**src/rtl/pwt_pkg.sv**
```systemverilog
package pwt_pkg;
    typedef enum logic [1:0] {
        EDGE_OFF  = 2'b00,
        EDGE_RISE = 2'b01,
        EDGE_FALL = 2'b10,
        EDGE_BOTH = 2'b11
    } edge_sel_e;
endpackage

```
**src/rtl/pwt_edge.sv**
```systemverilog
module pwt_edge #(
    parameter int SYNC_STAGES = 2
) (
    input  logic       clk,
    input  logic       rst_n,
    input  logic       pin,
    input  logic [1:0] sel,
    input  logic       run_en,
    input  logic       tick,
    output logic       evt
);
    import pwt_pkg::*;

    typedef struct packed {
        logic [SYNC_STAGES-1:0] sync;
        logic                   last;
        logic                   pend;
    } edge_state_t;

    edge_state_t q, d;
    logic synced, hit;

    always_comb begin
        d      = q;
        d.sync = {q.sync[SYNC_STAGES-2:0], pin};
        synced = q.sync[SYNC_STAGES-1];
        d.last = synced;
        unique case (edge_sel_e'(sel))
            EDGE_RISE: hit = synced & ~q.last;
            EDGE_FALL: hit = ~synced & q.last;
            EDGE_BOTH: hit = synced ^ q.last;
            default:   hit = 1'b0;
        endcase
        evt = run_en & (hit | q.pend);
        // hold an edge that arrives between strobes
        if (!run_en || tick) d.pend = 1'b0;
        else                 d.pend = q.pend | hit;
    end

    always_ff @(posedge clk or negedge rst_n) begin
        if (!rst_n) q <= '0;
        else        q <= d;
    end

    p_evt_gate_r1: assert property (@(posedge clk) disable iff (!rst_n)
        !run_en |-> !evt);
    p_pend_hold_r10: assert property (@(posedge clk) disable iff (!rst_n)
        (run_en && !tick && q.pend) |=> q.pend);
endmodule

```
**src/rtl/pwt_core.sv**
```systemverilog
module pwt_core #(
    parameter int CNT_W   = 16,
    parameter int NUM_CAP = 2
) (
    input  logic                     clk,
    input  logic                     rst_n,
    input  logic                     run_en,
    input  logic                     tick,
    input  logic [NUM_CAP-1:0]       evt,
    input  logic                     ovf_clr,
    output logic [CNT_W-1:0]         count,
    output logic [NUM_CAP*CNT_W-1:0] cap_val,
    output logic [NUM_CAP-1:0]       cap_irq,
    output logic                     ovf_irq,
    output logic                     ovf_flag
);
    localparam logic [CNT_W-1:0] CNT_MAX = '1;

    typedef struct packed {
        logic [CNT_W-1:0]                  cnt;
        logic [NUM_CAP-1:0][CNT_W-1:0]     caps;
        logic [NUM_CAP-1:0]                cap_irq;
        logic                              ovf_irq;
        logic                              flag;
    } core_state_t;

    core_state_t q, d;

    always_comb begin
        d         = q;
        d.cap_irq = '0;
        d.ovf_irq = 1'b0;
        if (!run_en) begin
            d.cnt = '0;
        end else if (tick) begin
            if (|evt) begin
                for (int i = 0; i < NUM_CAP; i++)
                    if (evt[i]) d.caps[i] = q.cnt;
                d.cap_irq = evt;
                d.cnt     = '0;
            end else if (q.cnt == CNT_MAX) begin
                d.cnt     = '0;
                d.ovf_irq = 1'b1;
            end else begin
                d.cnt = q.cnt + 1'b1;
            end
        end
        // set has priority over a same-cycle clear
        d.flag = d.ovf_irq | (q.flag & ~ovf_clr);
    end

    always_ff @(posedge clk or negedge rst_n) begin
        if (!rst_n) q <= '0;
        else        q <= d;
    end

    assign count    = q.cnt;
    assign cap_irq  = q.cap_irq;
    assign ovf_irq  = q.ovf_irq;
    assign ovf_flag = q.flag;

    for (genvar g = 0; g < NUM_CAP; g++) begin : g_out
        assign cap_val[g*CNT_W +: CNT_W] = q.caps[g];
    end

    p_hold_off_r1: assert property (@(posedge clk) disable iff (!rst_n)
        !run_en |=> (q.cnt == '0 && q.cap_irq == '0 && !q.ovf_irq));
    p_no_tick_r2: assert property (@(posedge clk) disable iff (!rst_n)
        (run_en && !tick) |=> $stable(q.cnt));
    p_cap_clear_r3: assert property (@(posedge clk) disable iff (!rst_n)
        (|q.cap_irq) |-> (q.cnt == '0));
    p_ovf_flag_r5: assert property (@(posedge clk) disable iff (!rst_n)
        q.ovf_irq |-> q.flag);
    p_sticky_r6: assert property (@(posedge clk) disable iff (!rst_n)
        (q.flag && !ovf_clr) |=> q.flag);
    p_pair_same_r7: assert property (@(posedge clk) disable iff (!rst_n)
        (&q.cap_irq) |-> (q.caps[0] == q.caps[NUM_CAP-1]));
    p_cap_wins_r8: assert property (@(posedge clk) disable iff (!rst_n)
        (|q.cap_irq) |-> !q.ovf_irq);
endmodule

```
**src/rtl/pulse_width_timer.sv**
```systemverilog
module pulse_width_timer #(
    parameter int CNT_W   = 16,
    parameter int NUM_CAP = 2
) (
    input  logic                     clk,
    input  logic                     rst_n,
    input  logic                     run_en,
    input  logic                     tick,
    input  logic [NUM_CAP-1:0]       cap_in,
    input  logic [2*NUM_CAP-1:0]     edge_sel,
    input  logic                     ovf_clr,
    output logic [CNT_W-1:0]         count,
    output logic [NUM_CAP*CNT_W-1:0] cap_val,
    output logic [NUM_CAP-1:0]       cap_irq,
    output logic                     ovf_irq,
    output logic                     ovf_flag
);
    logic [NUM_CAP-1:0] evt;

    for (genvar g = 0; g < NUM_CAP; g++) begin : g_in
        pwt_edge #(.SYNC_STAGES(2)) u_edge (
            .clk    (clk),
            .rst_n  (rst_n),
            .pin    (cap_in[g]),
            .sel    (edge_sel[2*g +: 2]),
            .run_en (run_en),
            .tick   (tick),
            .evt    (evt[g])
        );
    end

    pwt_core #(.CNT_W(CNT_W), .NUM_CAP(NUM_CAP)) u_core (
        .clk      (clk),
        .rst_n    (rst_n),
        .run_en   (run_en),
        .tick     (tick),
        .evt      (evt),
        .ovf_clr  (ovf_clr),
        .count    (count),
        .cap_val  (cap_val),
        .cap_irq  (cap_irq),
        .ovf_irq  (ovf_irq),
        .ovf_flag (ovf_flag)
    );
endmodule

```
**config.mk**
```make
export PLATFORM = sky130hd
export DESIGN_NAME = pulse_width_timer
export DESIGN_NICKNAME = d
export VERILOG_FILES = /design/src/rtl/pwt_pkg.sv /design/src/rtl/pwt_edge.sv /design/src/rtl/pwt_core.sv /design/src/rtl/pulse_width_timer.sv
export SDC_FILE = /design/constraint.sdc
export NUM_CORES = 1
export LEC_CHECK = 0
export CAP_MARGIN = 0
export CORE_MARGIN = 2
export CORE_UTILIZATION = 44
export DETAILED_ROUTE_END_ITERATION = 12
export GPL_ROUTABILITY_DRIVEN = 0
export PLACE_DENSITY = 0.81
export SLEW_MARGIN = 5
export SYNTH_ARGS = -nofsm -noshare
export SYNTH_HDL_FRONTEND = slang
export SYNTH_SLANG_ARGS = --single-unit
```
**constraint.sdc**
```tcl
create_clock -name clk -period 1.9 [get_ports clk]
set_input_delay 0.285 -clock clk [delete_from_list [all_inputs] [get_ports clk]]
set_output_delay 0.285 -clock clk [all_outputs]
set_load 0.01 [all_outputs]
```
==> impl_metrics.csv, run 1 <==
group,metric,value,unit
synthesis,synthAdderAreaFrac,0.0238,
synthesis,ys_seq_elements,60,
finish,layout-drive-gt1-share,0.336,
global_route,antenna_found_initial,0,
drt,drt_iter0_drc,149,
pwr,vdd_drop_max,0.568,mV
sta,finalSetupTns,-0.184,ns
sta,tightest_slew,0.394,ns
synthesis,synthesis.area,2630,um2
placement,place_area,3530,um2
global_route,busiest_layer,"met2",
finish,syn2layout_area_growth,55.1,%
floorplan,dieArea,6620,um2
sta,fin_crit_sh,1.02,
floorplan,chipWidth,81.4,um
finish,fillCellCount,410,
synthesis,yosys.area_share.simple,0.137,
clock_network,cts.sinks,60,
synthesis,avgSynthCellArea,12.4,um2
global_route,use_met2,0.362,
finish,layout_common_cells,"clkdlybuf4s50_1, dfrtp_1, mux2_4",
clock_network,htreeDepth,3,
synthesis,synth_xor_area_frac,0,
placement,post-place-ws,-0.175,ns
drt,drcViolationCount,0,
sta,hold_violations,0,
setup_path,slowest_stage,"dfrtp_1",
sta,max_freq,514,MHz
synthesis,ys_types,37,
sta,whs,0.349,ns
clock_network,clk_path_buf_depth,2,
run_status,status,"finished with violations",
setup_path,path_buf_inv,1,
setup_path,worst_setup_path_start_kind,"flop",
drt,first_pass_iters,4,
finish,fin_nets,329,
sta,setup_viol_count_final,14,
sta,clock_skew,0.00594,ns
worst_hold_path,holdCritPathClass,"reg -> reg",
setup_path,required,2.17,ns
drt,drt-total-wl,6.78,mm
pwr,p_leak,0.00185,uW
setup_path,cp.depth,8,
synthesis,synthFlopType,"dfrtp_1",
clock_network,cts_root_buf,"clkbuf_8",
floorplan,die_y,81.4,um
sta,postLayoutSetupSlackWorst,-0.0451,ns
global_route,grt.met1_usage,0.253,
synthesis,syn_inst,213,
global_route,grt_pass1_wl,10.2,mm
synthesis,synth_nets,229,
flow_run,timing.max_cap.violations,0,
setup_path,slowest_delay,0.36,ns
synthesis,synthMuxAreaShare,0.137,
clock_network,clk_pin_slew,0.06,ns
global_route,grtUsageMet3,0.0600,
drt,avgRoutedWirePerCell,17.2,um
global_route,grt_max_degree,61,
placement,hpwl,4.05,mm
run_status,violations,"negative setup slack",
global_route,grt_pass1_vias,2126,
synthesis,async_flop_share,1.00,
synthesis,synth-seq-area-share,0.570,
global_route,gr-total-overflow,0,
drt,viasPerCell,5.42,
pwr,powerDensity,724,nW/um2
drt,ant_nets,0,
floorplan,start_util,0.450,
clock_network,tritoncts,"done",
setup_path,path_cells,"inv_1 -> ha_1 -> nand2b_4 -> a21boi_4 -> nor3_4 -> nand4_1 -> o21ai_1 -> a22o_1",
floorplan,ios,63,
sta,period_needed,1.95,ns
setup_path,r2r_cells,8,
setup_path,crit_fanout,6,
floorplan,rows,28,
drt,num_vias,2132,
sta,maxSlewViolCount,0,
synthesis,synth_top_family_by_area,"simple AND/OR/NAND/NOR gates",
floorplan,core_area,5850,um2
global_route,track_usage,0.207,
synthesis,synth_warnings,0,
placement,numPortBuffers,62,
sta,maxSlewHeadroom,0.737,
synthesis,synth_compound_area_frac,0.0898,
synthesis,synth_edf_count,0,
finish,num_antenna_cells,0,
setup_path,critPathKind,"reg -> reg",
sta,grt_setup_unrepaired,"true",
worst_hold_path,hold_depth,0,
clock_network,cts_buffers,9,
setup_path,cp.arrival,2.22,ns
setup_path,critical-path-top-delay-family,"simple AND/OR/NAND/NOR gates",
finish,final_common_cell,"clkdlybuf4s50_1",
finish,final_area,4090,um2
clock_network,clk_latency,0.33,ns
setup_path,endpoint_kind,"flop",
==> area by class of cell <==
class                      count  area [um2]  area share
tap                           75        93.8      0.0230
clock inverter                 3        67.6      0.0165
timing repair buffer          97         950       0.232
clock buffer                  13         169      0.0413
sequential                    60        1500       0.368
multi-input combinational    136        1270       0.311
inverter                       9        33.8     0.00827
==> report_power, final <==
group	switching (uW)	leakage (uW)	internal [uW]
registers	13.7	0.000822	1300
logic	153	0.000908	162
clock network	481	0.000116	847
==> state kept, by name, indices dropped and copies added (netlist names) <==
register	count
u_core.cap_val	32
g_in.u_edge.q	4
g_in.u_edge.d	4
u_core.count	16
u_core.cap_irq	2
u_core.ovf_flag	1
u_core.ovf_irq	1
==> logic make-up (layout without fill, tap and decap cells) <==
kind of cell / Yosys count / after routing
AND/OR/NAND/NOR: 61 / 63
flip-flops: 60 / 60
AO/OA/AOI/OAI: 36 / 36
multiplexers: 32 / 32
buffers and inverters: 19 / 122
adder cells (fa/ha/maj): 5 / 5
==> synthesized netlist by cell type (2+ instances only) <==
library cell	count	area (um2)
a21o_1	2	15.0
a21oi_1	6	30.0
a22o_1	3	26.3
a31oi_1	9	56.3
a41oi_1	2	17.5
and3_1	2	12.5
and4_4	2	22.5
buf_2	2	10.0
buf_4	4	30.0
buf_6	3	33.8
dfrtp_1	60	1500
ha_1	5	62.6
inv_1	9	33.8
mux2_2	32	360
nand2_1	12	45.0
nand2b_1	5	31.3
nand3_1	8	40.0
nand3b_1	3	22.5
nand4_1	6	37.5
nor2_1	8	30.0
nor2_2	2	12.5
nor2b_1	3	18.8
nor3_1	3	15.0
nor3_4	2	32.5
o21ai_0	7	35.0
o2bb2ai_1	2	17.5
==> final timing paths <==
check,start,endpoint,slack [ns]
min,g_in[1].u_edge.d[3],g_in[1].u_edge.d[1],0.35
max reg2reg,g_in[0].u_edge.d[1],u_core.count[9],-0.05
max in group asynchronous,rst_n,u_core.cap_irq[0],1.15
max,g_in[0].u_edge.d[1],u_core.count[9],-0.05
min reg2reg,g_in[1].u_edge.d[3],g_in[1].u_edge.d[1],0.35
min in group asynchronous,rst_n,u_core.cap_val[11],0.48
==> metrics by stage <==
step                       util  total power, uW  cells
after floorplan               -             1450    213
after global placement    0.603             1570    368
after detailed placement  0.603             1570    368
after CTS                 0.671             2940    391
after global routing      0.698             3080    393
final                     0.698             2960    393
==> routing by layer <==
metal / routed length, um / vias to the layer above / share of wire
li1: - / 969 / -
met1: 2930 / 1074 / 0.43
met2: 3420 / 81 / 0.50
met3: 358 / 8 / 0.053
met4: 70 / 0 / 0.010
met5: 0 / - / 0
==> what timing repair did <==
item	CTS	global route
hold buffers	1	0
endpoints found under the setup margin	37	47
pin swaps	7	21
gates resized for setup	19	42
setup buffers	4	2
hold endpoints to repair	60	0
cloned	2	1
Note: power is estimated with default switching activity, not from simulation.
==> inputs of run 2 (changes only) <==
CTS_CLUSTER_DIAMETER = 120   (was unset)
==> results of run 2 <==
Final layout, timing and power as in run 1 (identical DEF).
